--- config.mk ---
export PLATFORM = sky130hd
export DESIGN_NAME = bus_share_arbiter
export DESIGN_NICKNAME = d
export VERILOG_FILES = /design/src/rtl/arb_pkg.sv /design/src/rtl/arb_pick.sv /design/src/rtl/arb_gap_timer.sv /design/src/rtl/bus_share_arbiter.sv
export SDC_FILE = /design/constraint.sdc
export NUM_CORES = 1
export LEC_CHECK = 0
export ABC_AREA = 0
export BUFFER_PORTS_ARGS = -buffer_cell sky130_fd_sc_hd__buf_2
export CORE_MARGIN = 2
export CORE_UTILIZATION = 41
export CTS_CLUSTER_SIZE = 14
export DETAILED_ROUTE_END_ITERATION = 10
export PLACE_DENSITY_LB_ADDON = 0.3
export SKIP_CTS_REPAIR_TIMING = 1
export SYNTH_ARGS = -nofsm -noshare
export SYNTH_HDL_FRONTEND = slang
export SYNTH_SLANG_ARGS = --single-unit
--- constraint.sdc ---
create_clock -name clk -period 2.1 [get_ports clk]
set_input_delay 0.21 -clock clk [delete_from_list [all_inputs] [get_ports clk]]
set_output_delay 0.21 -clock clk [all_outputs]
set_load 0.01 [all_outputs]
--- src/rtl/arb_pkg.sv ---
package arb_pkg;
  localparam int unsigned NUM_REQ = 2;
  localparam int unsigned IDX_W   = 1;

  typedef enum logic [1:0] {
    ST_IDLE = 2'd0,
    ST_OWN  = 2'd1,
    ST_GAP  = 2'd2
  } arb_state_e;
endpackage

--- src/rtl/arb_pick.sv ---
module arb_pick
  import arb_pkg::*;
(
  input  logic [NUM_REQ-1:0] req,
  input  logic [IDX_W-1:0]   pref,
  output logic               any,
  output logic [IDX_W-1:0]   win
);
  always_comb begin
    any = |req;
    if (req[0] && req[1]) win = pref;
    else if (req[1])      win = 1'b1;
    else                  win = 1'b0;
  end
endmodule

--- src/rtl/arb_gap_timer.sv ---
module arb_gap_timer #(
  parameter int unsigned CNT_W = 8
) (
  input  logic             clk,
  input  logic             rst_n,
  input  logic             load,
  input  logic [CNT_W-1:0] load_val,
  input  logic             dec,
  output logic             zero
);
  logic [CNT_W-1:0] cnt_q, cnt_d;
  logic             cnt_en;

  always_comb begin
    cnt_en = load || (dec && (cnt_q != '0));
    cnt_d  = load ? load_val : cnt_q - 1'b1;
  end

  always_ff @(posedge clk or negedge rst_n) begin
    if (!rst_n)      cnt_q <= '0;
    else if (cnt_en) cnt_q <= cnt_d;
  end

  assign zero = (cnt_q == '0);

  a_r6_load_dec_exclusive: assert property (@(posedge clk) disable iff (!rst_n)
    !(load && dec));
  a_r6_no_dec_at_zero: assert property (@(posedge clk) disable iff (!rst_n)
    dec |-> !zero);
  a_r6_counts_down: assert property (@(posedge clk) disable iff (!rst_n)
    (dec && !load) |=> (cnt_q == $past(cnt_q) - 1'b1));
endmodule

--- src/rtl/bus_share_arbiter.sv ---
module bus_share_arbiter
  import arb_pkg::*;
#(
  parameter int unsigned GAP_W = 8
) (
  input  logic               clk,
  input  logic               rst_n,
  input  logic               mux_en,
  input  logic [GAP_W-1:0]   gap_cycles,
  input  logic [NUM_REQ-1:0] req,
  output logic [NUM_REQ-1:0] ack,
  output logic               bus_sel
);
  arb_state_e         state_q, state_d;
  logic [NUM_REQ-1:0] ack_q, ack_d;
  logic [IDX_W-1:0]   sel_q, sel_d;
  logic [IDX_W-1:0]   pref_q, pref_d;
  logic               pick_any;
  logic [IDX_W-1:0]   pick_win;
  logic               tmr_load, tmr_dec, tmr_zero;

  arb_pick u_pick (
    .req  (req),
    .pref (pref_q),
    .any  (pick_any),
    .win  (pick_win)
  );

  arb_gap_timer #(.CNT_W(GAP_W)) u_timer (
    .clk      (clk),
    .rst_n    (rst_n),
    .load     (tmr_load),
    .load_val (gap_cycles),
    .dec      (tmr_dec),
    .zero     (tmr_zero)
  );

  always_comb begin
    state_d  = state_q;
    ack_d    = ack_q;
    sel_d    = sel_q;
    pref_d   = pref_q;
    tmr_load = 1'b0;
    tmr_dec  = 1'b0;
    unique case (state_q)
      ST_IDLE: begin
        if (mux_en && pick_any) begin
          state_d = ST_OWN;
          ack_d   = pick_win ? 2'b10 : 2'b01;
          sel_d   = pick_win;
          pref_d  = ~pick_win;
        end
      end
      ST_OWN: begin
        if (!mux_en) begin
          state_d = ST_IDLE;
          ack_d   = '0;
        end else if (!req[sel_q]) begin
          state_d  = ST_GAP;
          ack_d    = '0;
          tmr_load = 1'b1;
        end
      end
      ST_GAP: begin
        if (!mux_en) begin
          state_d = ST_IDLE;
        end else if (!tmr_zero) begin
          tmr_dec = 1'b1;
        end else if (pick_any) begin
          state_d = ST_OWN;
          ack_d   = pick_win ? 2'b10 : 2'b01;
          sel_d   = pick_win;
          pref_d  = ~pick_win;
        end else begin
          state_d = ST_IDLE;
        end
      end
      default: begin
        state_d = ST_IDLE;
        ack_d   = '0;
      end
    endcase
  end

  always_ff @(posedge clk or negedge rst_n) begin
    if (!rst_n) begin
      state_q <= ST_IDLE;
      ack_q   <= '0;
      sel_q   <= '0;
      pref_q  <= '0;
    end else begin
      state_q <= state_d;
      ack_q   <= ack_d;
      sel_q   <= sel_d;
      pref_q  <= pref_d;
    end
  end

  assign ack     = ack_q;
  assign bus_sel = sel_q;

  a_r9_single_grant: assert property (@(posedge clk) disable iff (!rst_n)
    $onehot0(ack));
  a_r10_sel_matches_owner: assert property (@(posedge clk) disable iff (!rst_n)
    (ack != '0) |-> (ack[bus_sel] == 1'b1));
  a_r10_sel_moves_when_idle: assert property (@(posedge clk) disable iff (!rst_n)
    !$stable(bus_sel) |-> ($past(ack) == '0));
  a_r2_off_no_grant: assert property (@(posedge clk) disable iff (!rst_n)
    !mux_en |=> (ack == '0));
  a_r5_drop_after_release: assert property (@(posedge clk) disable iff (!rst_n)
    (ack[0] && !req[0]) |=> !ack[0]);
  a_r5_hold_while_requested: assert property (@(posedge clk) disable iff (!rst_n)
    (ack[1] && req[1] && mux_en) |=> ack[1]);
  a_r6_no_grant_from_gap_early: assert property (@(posedge clk) disable iff (!rst_n)
    (state_q == ST_GAP && !tmr_zero) |=> (ack == '0));
endmodule

# --- Word level (Yosys, flattened, before mapping) ---
# Index checks and enable logic that the tools add are counted.
word_totals:
  ff_bits: 14
  inputBits: 13
  output_inout_bits: 3
  word_cells: 64
op_classes:
  addsub: 1
  order_cmp: 1
  n_eq_ne: 8
  n_mux: 36
  n_bitwise: 1
  n_reduce_logical: 12
op_table:
  columns: ["operator", "count"]
  rows:
  - ["2-bit 2-to-1 mux", 12]
  - ["1-bit 2-to-1 mux", 19]
  - ["2-bit one-hot mux with 3 select lines", 2]
  - ["5-bit AND reduction", 2]
  - ["8-bit logical NOT", 1]
  - ["8-bit 2-to-1 mux", 1]
  - ["2-bit inequality test, second input constant", 4]
  - ["8-bit nonzero test", 1]
  - ["8-bit by 1-bit subtractor with 8-bit output, second input constant", 1]
  - ["3-bit inequality test, second input constant", 2]
  - ["1-bit one-hot mux with 2 select lines", 2]
  - ["1-bit logical AND", 3]
  - ["3-bit AND reduction", 1]
  - ["2-bit by 1-bit equality test with 1-bit output, second input constant", 1]
  - ["2-bit equality test, second input constant", 1]
  - ["2-bit logical NOT", 1]
  - ["1-bit by 2-bit less-than comparator with 1-bit output, second input constant", 1]
  - ["2-bit nonzero test", 1]
  - ["2-bit OR reduction", 1]
  - ["1-bit logical OR", 1]
  - ["1-bit NOT", 1]

# --- Logic depth before layout (Yosys ltp) ---
# Gate-level depths: netlist of run 1.
depth:
  word_depth: 7
  mapped_depth: 6
  mapped_depth_nobuf: 6

# --- Hierarchy ---
# Synthesis of run 1 repeated with hierarchy kept, for this count alone.
hier_totals:
  hier_cells: 88
  area_unflattened_um2: 872.1
modules_own_cells:
  columns: ["module", "n_inst", "cells_per_inst", "area_per_inst_um2", "seq_area_each_um2"]
  rows:
  - ["arb_gap_timer", 1, 58, 528.0, 200.2]
  - ["bus_share_arbiter", 1, 27, 326.6, 150.1]
  - ["arb_pick", 1, 3, 17.5, 0.0]

# --- Worst setup path after synthesis of run 1 ---
# OpenSTA, ideal clock, no wires.
synth_path:
  path_type: "register to register"
  startpoint: "register u_timer.cnt_q[0]"
  endpoint: "register pref_q"
  setup_time_ps: 128
  arrival_time_ps: 1628
  t_required_ps: 1972
  slack_ps: 344
  stages_incl_launch_ff: 7
  path_buffers: 0
  period_less_slack_ps: 1756
  path_cell_list: "dfrtp_1 > inv_1 > ha_1 > nor3b_2 > a21boi_2 > nor3_2 > mux2_1"
synth_between:
  elab_chain_len: 3
synth_lines:
  columns: ["item", "line", "source"]
  rows:
  - ["start, declared", "arb_gap_timer.sv:11", "logic [CNT_W-1:0] cnt_q, cnt_d;"]
  - ["start signal, assigned", "arb_gap_timer.sv:21", "else if (cnt_en) cnt_q <= cnt_d;"]
  - ["8-bit logical NOT", "arb_gap_timer.sv:24", "assign zero = (cnt_q == '0);"]
  - ["2-bit inequality test (no line)", null, null]
  - ["5-bit AND reduction (no line)", null, null]
  - ["end signal, assigned", "bus_share_arbiter.sv:95", "pref_q <= pref_d;"]
  - ["end, declared", "bus_share_arbiter.sv:17", "logic [IDX_W-1:0] pref_q, pref_d;"]
# No other way between the ends.
# A chain may end at the register's enable or synchronous reset.

# --- Worst setup path in the final report of run 1 ---
# Same ends and word-level chain as after synthesis.

==> metrics, run 1 <==
TritonCTS buffer count=3; CP bufs+invs=1; syn nets=102; sequential area share after synthesis=0.398; Clk Latency, worst-skew pair=0.28 ns; leakage power=0.000439 uW; met2 Use GR=0.230; post-synthesis xor/xnor area fraction=0.0398; Register Area=350 um2; most frequent cells in the layout=15 x buf_2, 14 x dfrtp_1, 8 x nand2_1; Yosys warning total=0; placer congestion estimate=0.882; wirelength, routed=1790 um; Syn Area/Cell=10.1 um2; IO Count=16; CP required=2.26 ns; Least-Margin Pin Slew=0.490 ns; HPWL after DPL=1370 um; top cells by area, synth=dfrtp_1 40%, xnor2_1 4.0%, nand2_1 3.4%; CP cell instances=inv_1 > ha_1 > nor3b_2 > a21boi_2 > nor3_2 > mux2_1; final net count=123; Clock Path Buffers=2; Setup TNS Final=0 ns; GR peak layer=met2; post-synthesis compound-gate area fraction=0.213; Congestion Overflow GR=0; Max-Cap Viols=0; chip width=50.3 um; CP max stage delay=0.41 ns; final hold slack=0.131 ns; DRC=0; most common cell after layout, fill and taps aside=buf_2; routed vias/inst=5.58; core area=2000 um2; Initial DRC Count=14; delay-heaviest family, CP=simple AND/OR/NAND/NOR gates; placed cells=129; Synth cell types=41; cell accounting for the most synthesized area=dfrtp_1; max-slew violations=0; Hold Violations, Final=0; Total Routing Usage GR=0.154; HP Class=primary input to flop; Die Area=2530 um2; mux contribution to synthesized area=0.0484; CTS root buf=clkbuf_4; RSZ-0062 raised after global routing=false; drt first pass iters=4; total of fill cells in the finished design=201; Multi-input gate area=499 um2; initial core utilization=0.439; Slew HR=0.670; Worst setup EP type=flop; outcome=complete, no violations; fin cells=133; clock sink count=14; Site Rows=16; crit-path max FO=4; met3 GRT Util=0.0208; Post-Place Setup Slack=0.220 ns; Synth-to-Final Area Change=16.5%; CTS tree=yes; GR Util met1=0.217; pwr dens=1140 nW/um2; fmax=527 MHz; ys flop type=dfrtp_1; EDFF count, synth=0; final clock skew=0.00581 ns; top-area cell type share of the netlist area=0.398; clock-pin slew on the worst setup and hold paths=0.09 ns; Final WS setup=0.203 ns; Tmin final=1.90 ns; FF+latch count, synth=14; post-synthesis simple-gate area fraction=0.238; Routed Antenna Nets=0; Adder-Cell Fraction of Synth Area=0.0284; main combinational cell family by area after synthesis=simple AND/OR/NAND/NOR gates; input/output buffers=15; global-route wire length before repair=2930 um; die height=50.3 um; Post-Synthesis Cells=87; layout cells sized above 1=0.283; Final Setup Violations=0; Syn Std Cell Area=880 um2; Tcrit/Tclk final=0.903; initial antenna violation count=0; largest net degree at the start of global routing=15; vias post-DR=742; crit path DAT=2.06 ns; number of diodes=0; H-tree Lvls=1; Worst VDD drop=0.000474 V; slowest CP cell=dfrtp_1; async set-or-reset flop fraction in the synthesized netlist=1.00; DR WL/cell=13.4 um; Worst setup SP type=flop; Setup Crit Path Kind=flop to flop; number of global-route vias before repair=655
worst register-to-register path: stages (launching register included):
cell and delay (ns):
dfrtp_1 0.41, inv_1 0.09, ha_1 0.16, nor3b_2 0.35, a21boi_2 0.14, nor3_2 0.29, mux2_1 0.35
worst paths after layout:
| check | start | to | slack [ns] | cells after the start |
|---|---|---|---|---|
| setup / recovery | u_timer.cnt_q[0]$_DFFE_PN0P_ | pref_q$_DFFE_PN0P_ | 0.20 | 6 |
| hold / removal | gap_cycles[5] | u_timer.cnt_q[5]$_DFFE_PN0P_ | 0.13 | 3 |
| setup reg to reg | u_timer.cnt_q[0]$_DFFE_PN0P_ | pref_q$_DFFE_PN0P_ | 0.20 | 6 |
| hold reg to reg | pref_q$_DFFE_PN0P_ | pref_q$_DFFE_PN0P_ | 0.50 | 1 |
| max in group asynchronous | rst_n | ack[1]$_DFFE_PN0P_ | 1.51 | 2 |
| min in group asynchronous | rst_n | u_timer.cnt_q[4]$_DFFE_PN0P_ | 0.35 | 2 |
area by class of cell:
| cell class | instances | area share |
|---|---|---|
| clock buffers | 3 | 0.0220 |
| multi-input cells | 65 | 0.487 |
| inverters | 7 | 0.0256 |
| well taps | 27 | 0.0330 |
| flip-flops and latches | 14 | 0.342 |
| repair buffers | 17 | 0.0904 |
through the flow:
stage / instance area (um2) / util / power [uW]
after detailed placement: 992 / 0.496 / 1020
after global routing: 1020 / 0.512 / 1260
after CTS: 1010 / 0.507 / 1180
after global placement: 992 / 0.496 / 1000
final: 1020 / 0.512 / 1170
after floorplan: 880 / - / 875
kinds of logic after synthesis:
logic type / after synthesis
compound gates: 24
mux: 4
flops: 14
buf+inv: 8
fa+ha+maj: 2
simple gates: 31
xor+xnor: 4
synthesized netlist by cell type, types with 2 or more instances:
cell type and n:
dfrtp_1 14, nand2_1 8, inv_1 7, o21ai_1 5, xnor2_1 4, nor3_1 3
o21ai_0 3, a211oi_1 2, a21oi_1 2, a221o_1 2, a311oi_1 2, ha_1 2
mux2i_1 2, nand3b_1 2, nor2_1 2, nor2b_1 2
report_power, final:
part,switching (uW),internal [uW]
registers,135,383
logic,249,247
clock network,85.9,66.5
flip-flops by register name, summed over array words and instances (netlist names):
name / count
u_timer.cnt_q: 8
ack: 2
state_q: 2
bus_sel: 1
pref_q: 1
metal layers:
layer  up-vias  share of wire
met4         0          0.023
li1        365              -
met1       352           0.48
met3         5          0.048
met5         -              0
met2        20           0.45
Power figures use the tool's default switching activity.
==> inputs of run 2 (changes only) <==
==> constraint.sdc (replaced) <==
create_clock -name clk -period 1.93 [get_ports clk]
set_input_delay 0.193 -clock clk [delete_from_list [all_inputs] [get_ports clk]]
set_output_delay 0.193 -clock clk [all_outputs]
set_load 0.01 [all_outputs]
==> run 2 against run 1 <==
- register-to-register slack got worse by 0.04 ns
- fmax is 7.1% higher
- global-route usage rose by 0.94 points
- non-clock buffer count is 2 higher
- clock power up 44%
- count of clock-buffer cells in the layout increased by 1
- core utilization increased by 2.0 points
- combinational power rose by 14%
- via count is 3.4% lower
- critical path type unchanged
- largest power group unchanged
==> metrics, run 2 (same netlist as run 1, synthesis figures left out) <==
drt first pass iters=4; CP max stage delay=0.47 ns; crit-path max FO=6; number of global-route vias before repair=719; Site Rows=16; Worst VDD drop=0.000570 V; vias post-DR=717; HPWL after DPL=1370 um; DR WL/cell=13.4 um; largest net degree at the start of global routing=15; Reg with most FFs=u_timer.cnt_q; Setup Crit Path Kind=flop to flop; Least-Margin Pin Slew=0.498 ns; Slew HR=0.664; number of diodes=0; outcome=complete, no violations; H-tree Lvls=1; R2R depth=4; global-route wire length before repair=3130 um; Setup TNS Final=0 ns; Clk Latency, worst-skew pair=0.29 ns; leakage power=0.000458 uW; core area=2000 um2; Die Area=2530 um2; most frequent cells in the layout=15 x buf_2, 14 x dfrtp_1, 8 x nand2_1; layout cells sized above 1=0.312; WHS Path Cells=3; RSZ-0062 raised after global routing=false; most common cell after layout, fill and taps aside=buf_2; crit path DAT=1.93 ns; fmax=564 MHz; TritonCTS buffer count=3; Tmin final=1.77 ns; max reg flops=8; Clock Path Buffers=2; DRC=0; die height=50.3 um; Tcrit/Tclk final=0.918; CTS tree=yes; initial antenna violation count=0; placer congestion estimate=0.842; IO Count=16; CP required=2.08 ns; wirelength, routed=1820 um; final clock skew=0.00341 ns; routed vias/inst=5.27; max-slew violations=0; Final Setup Violations=0; Routed Antenna Nets=0; final net count=125; CP bufs+invs=0; Worst setup EP type=flop; initial core utilization=0.439; HP Class=primary input to flop; CTS root buf=clkbuf_4; Total Routing Usage GR=0.164; Final WS setup=0.158 ns; Levels on crit path=4; pwr dens=1280 nW/um2; Synth-to-Final Area Change=21.1%; Hold Violations, Final=0; clock-pin slew on the worst setup and hold paths=0.09 ns; clock sink count=14; input/output buffers=15; chip width=50.3 um; Congestion Overflow GR=0; slowest CP cell=dfrtp_1; delay-heaviest family, CP=simple AND/OR/NAND/NOR gates; CP cell instances=or3_4 > or4_1 > o32ai_1 > a311oi_1; Initial DRC Count=11; Worst setup SP type=flop; Post-Place Setup Slack=0.131 ns; Max-Cap Viols=0; R2R Setup Slk=0.16 ns
## run 2: changes by cell type in the layout (fill, tap and decap cells not counted)
cell | previous run | this run
a2111oi_1 | 1 | 0
nor3b_4 | 0 | 1
nor3b_2 | 1 | 0
a2111oi_2 | 1 | 2
buf_4 | 1 | 3
clkbuf_8 | 0 | 1
## run 2: cell type report
type | instances | area [um2]
timing repair buffer | 19 | 108
tap | 27 | 33.8
inverter | 7 | 26.3
clock buffer | 4 | 36.3
multi-input combinational | 65 | 510
sequential | 14 | 350
fill | 193 | 937
## run 2: layer usage
metal  up-vias  GRT usage  routed length (um)
met2        14      0.239                 822
met4         0      0.108                  48
li1        365          -                   -
met3         5     0.0208                  57
met1       333      0.226                 894
met5         -          0                   0
## run 2: through the flow
| stage | total power [uW] | instance area [um2] | utilization | hold WS [ns] | cells |
|---|---|---|---|---|---|
| floorplan | 952 | 880 | - | -0.103 | 87 |
| global placement | 1100 | 1010 | 0.503 | 0.107 | 131 |
| detailed placement | 1110 | 1010 | 0.503 | 0.113 | 131 |
| CTS | 1340 | 1040 | 0.521 | -0.209 | 135 |
| global route | 1470 | 1060 | 0.532 | 0.120 | 136 |
| finish | 1360 | 1060 | 0.532 | 0.107 | 136 |
## run 2: worst paths after layout
kind                                              startpoint                           end
worst max register to register  u_timer.cnt_q[2]$_DFFE_PN0P_  u_timer.cnt_q[7]$_DFFE_PN0P_
worst max-delay path            u_timer.cnt_q[2]$_DFFE_PN0P_  u_timer.cnt_q[7]$_DFFE_PN0P_
worst min register to register            pref_q$_DFFE_PN0P_            pref_q$_DFFE_PN0P_
worst min-delay path                           gap_cycles[3]  u_timer.cnt_q[3]$_DFFE_PN0P_
min in group asynchronous                              rst_n  u_timer.cnt_q[4]$_DFFE_PN0P_
max in group asynchronous                              rst_n            ack[1]$_DFFE_PN0P_
## run 2: worst register-to-register path, delay by kind of cell, from the launching register on
family	cells	cell delay, ns
AND/OR/NAND/NOR	2	0.84
AO/OA/AOI/OAI	2	0.32
flip-flops	1	0.47
## run 2: where the power goes
| group | switching (uW) | internal [uW] |
|---|---|---|
| Combinational | 279 | 287 |
| Clock | 104 | 115 |
| Sequential | 161 | 416 |
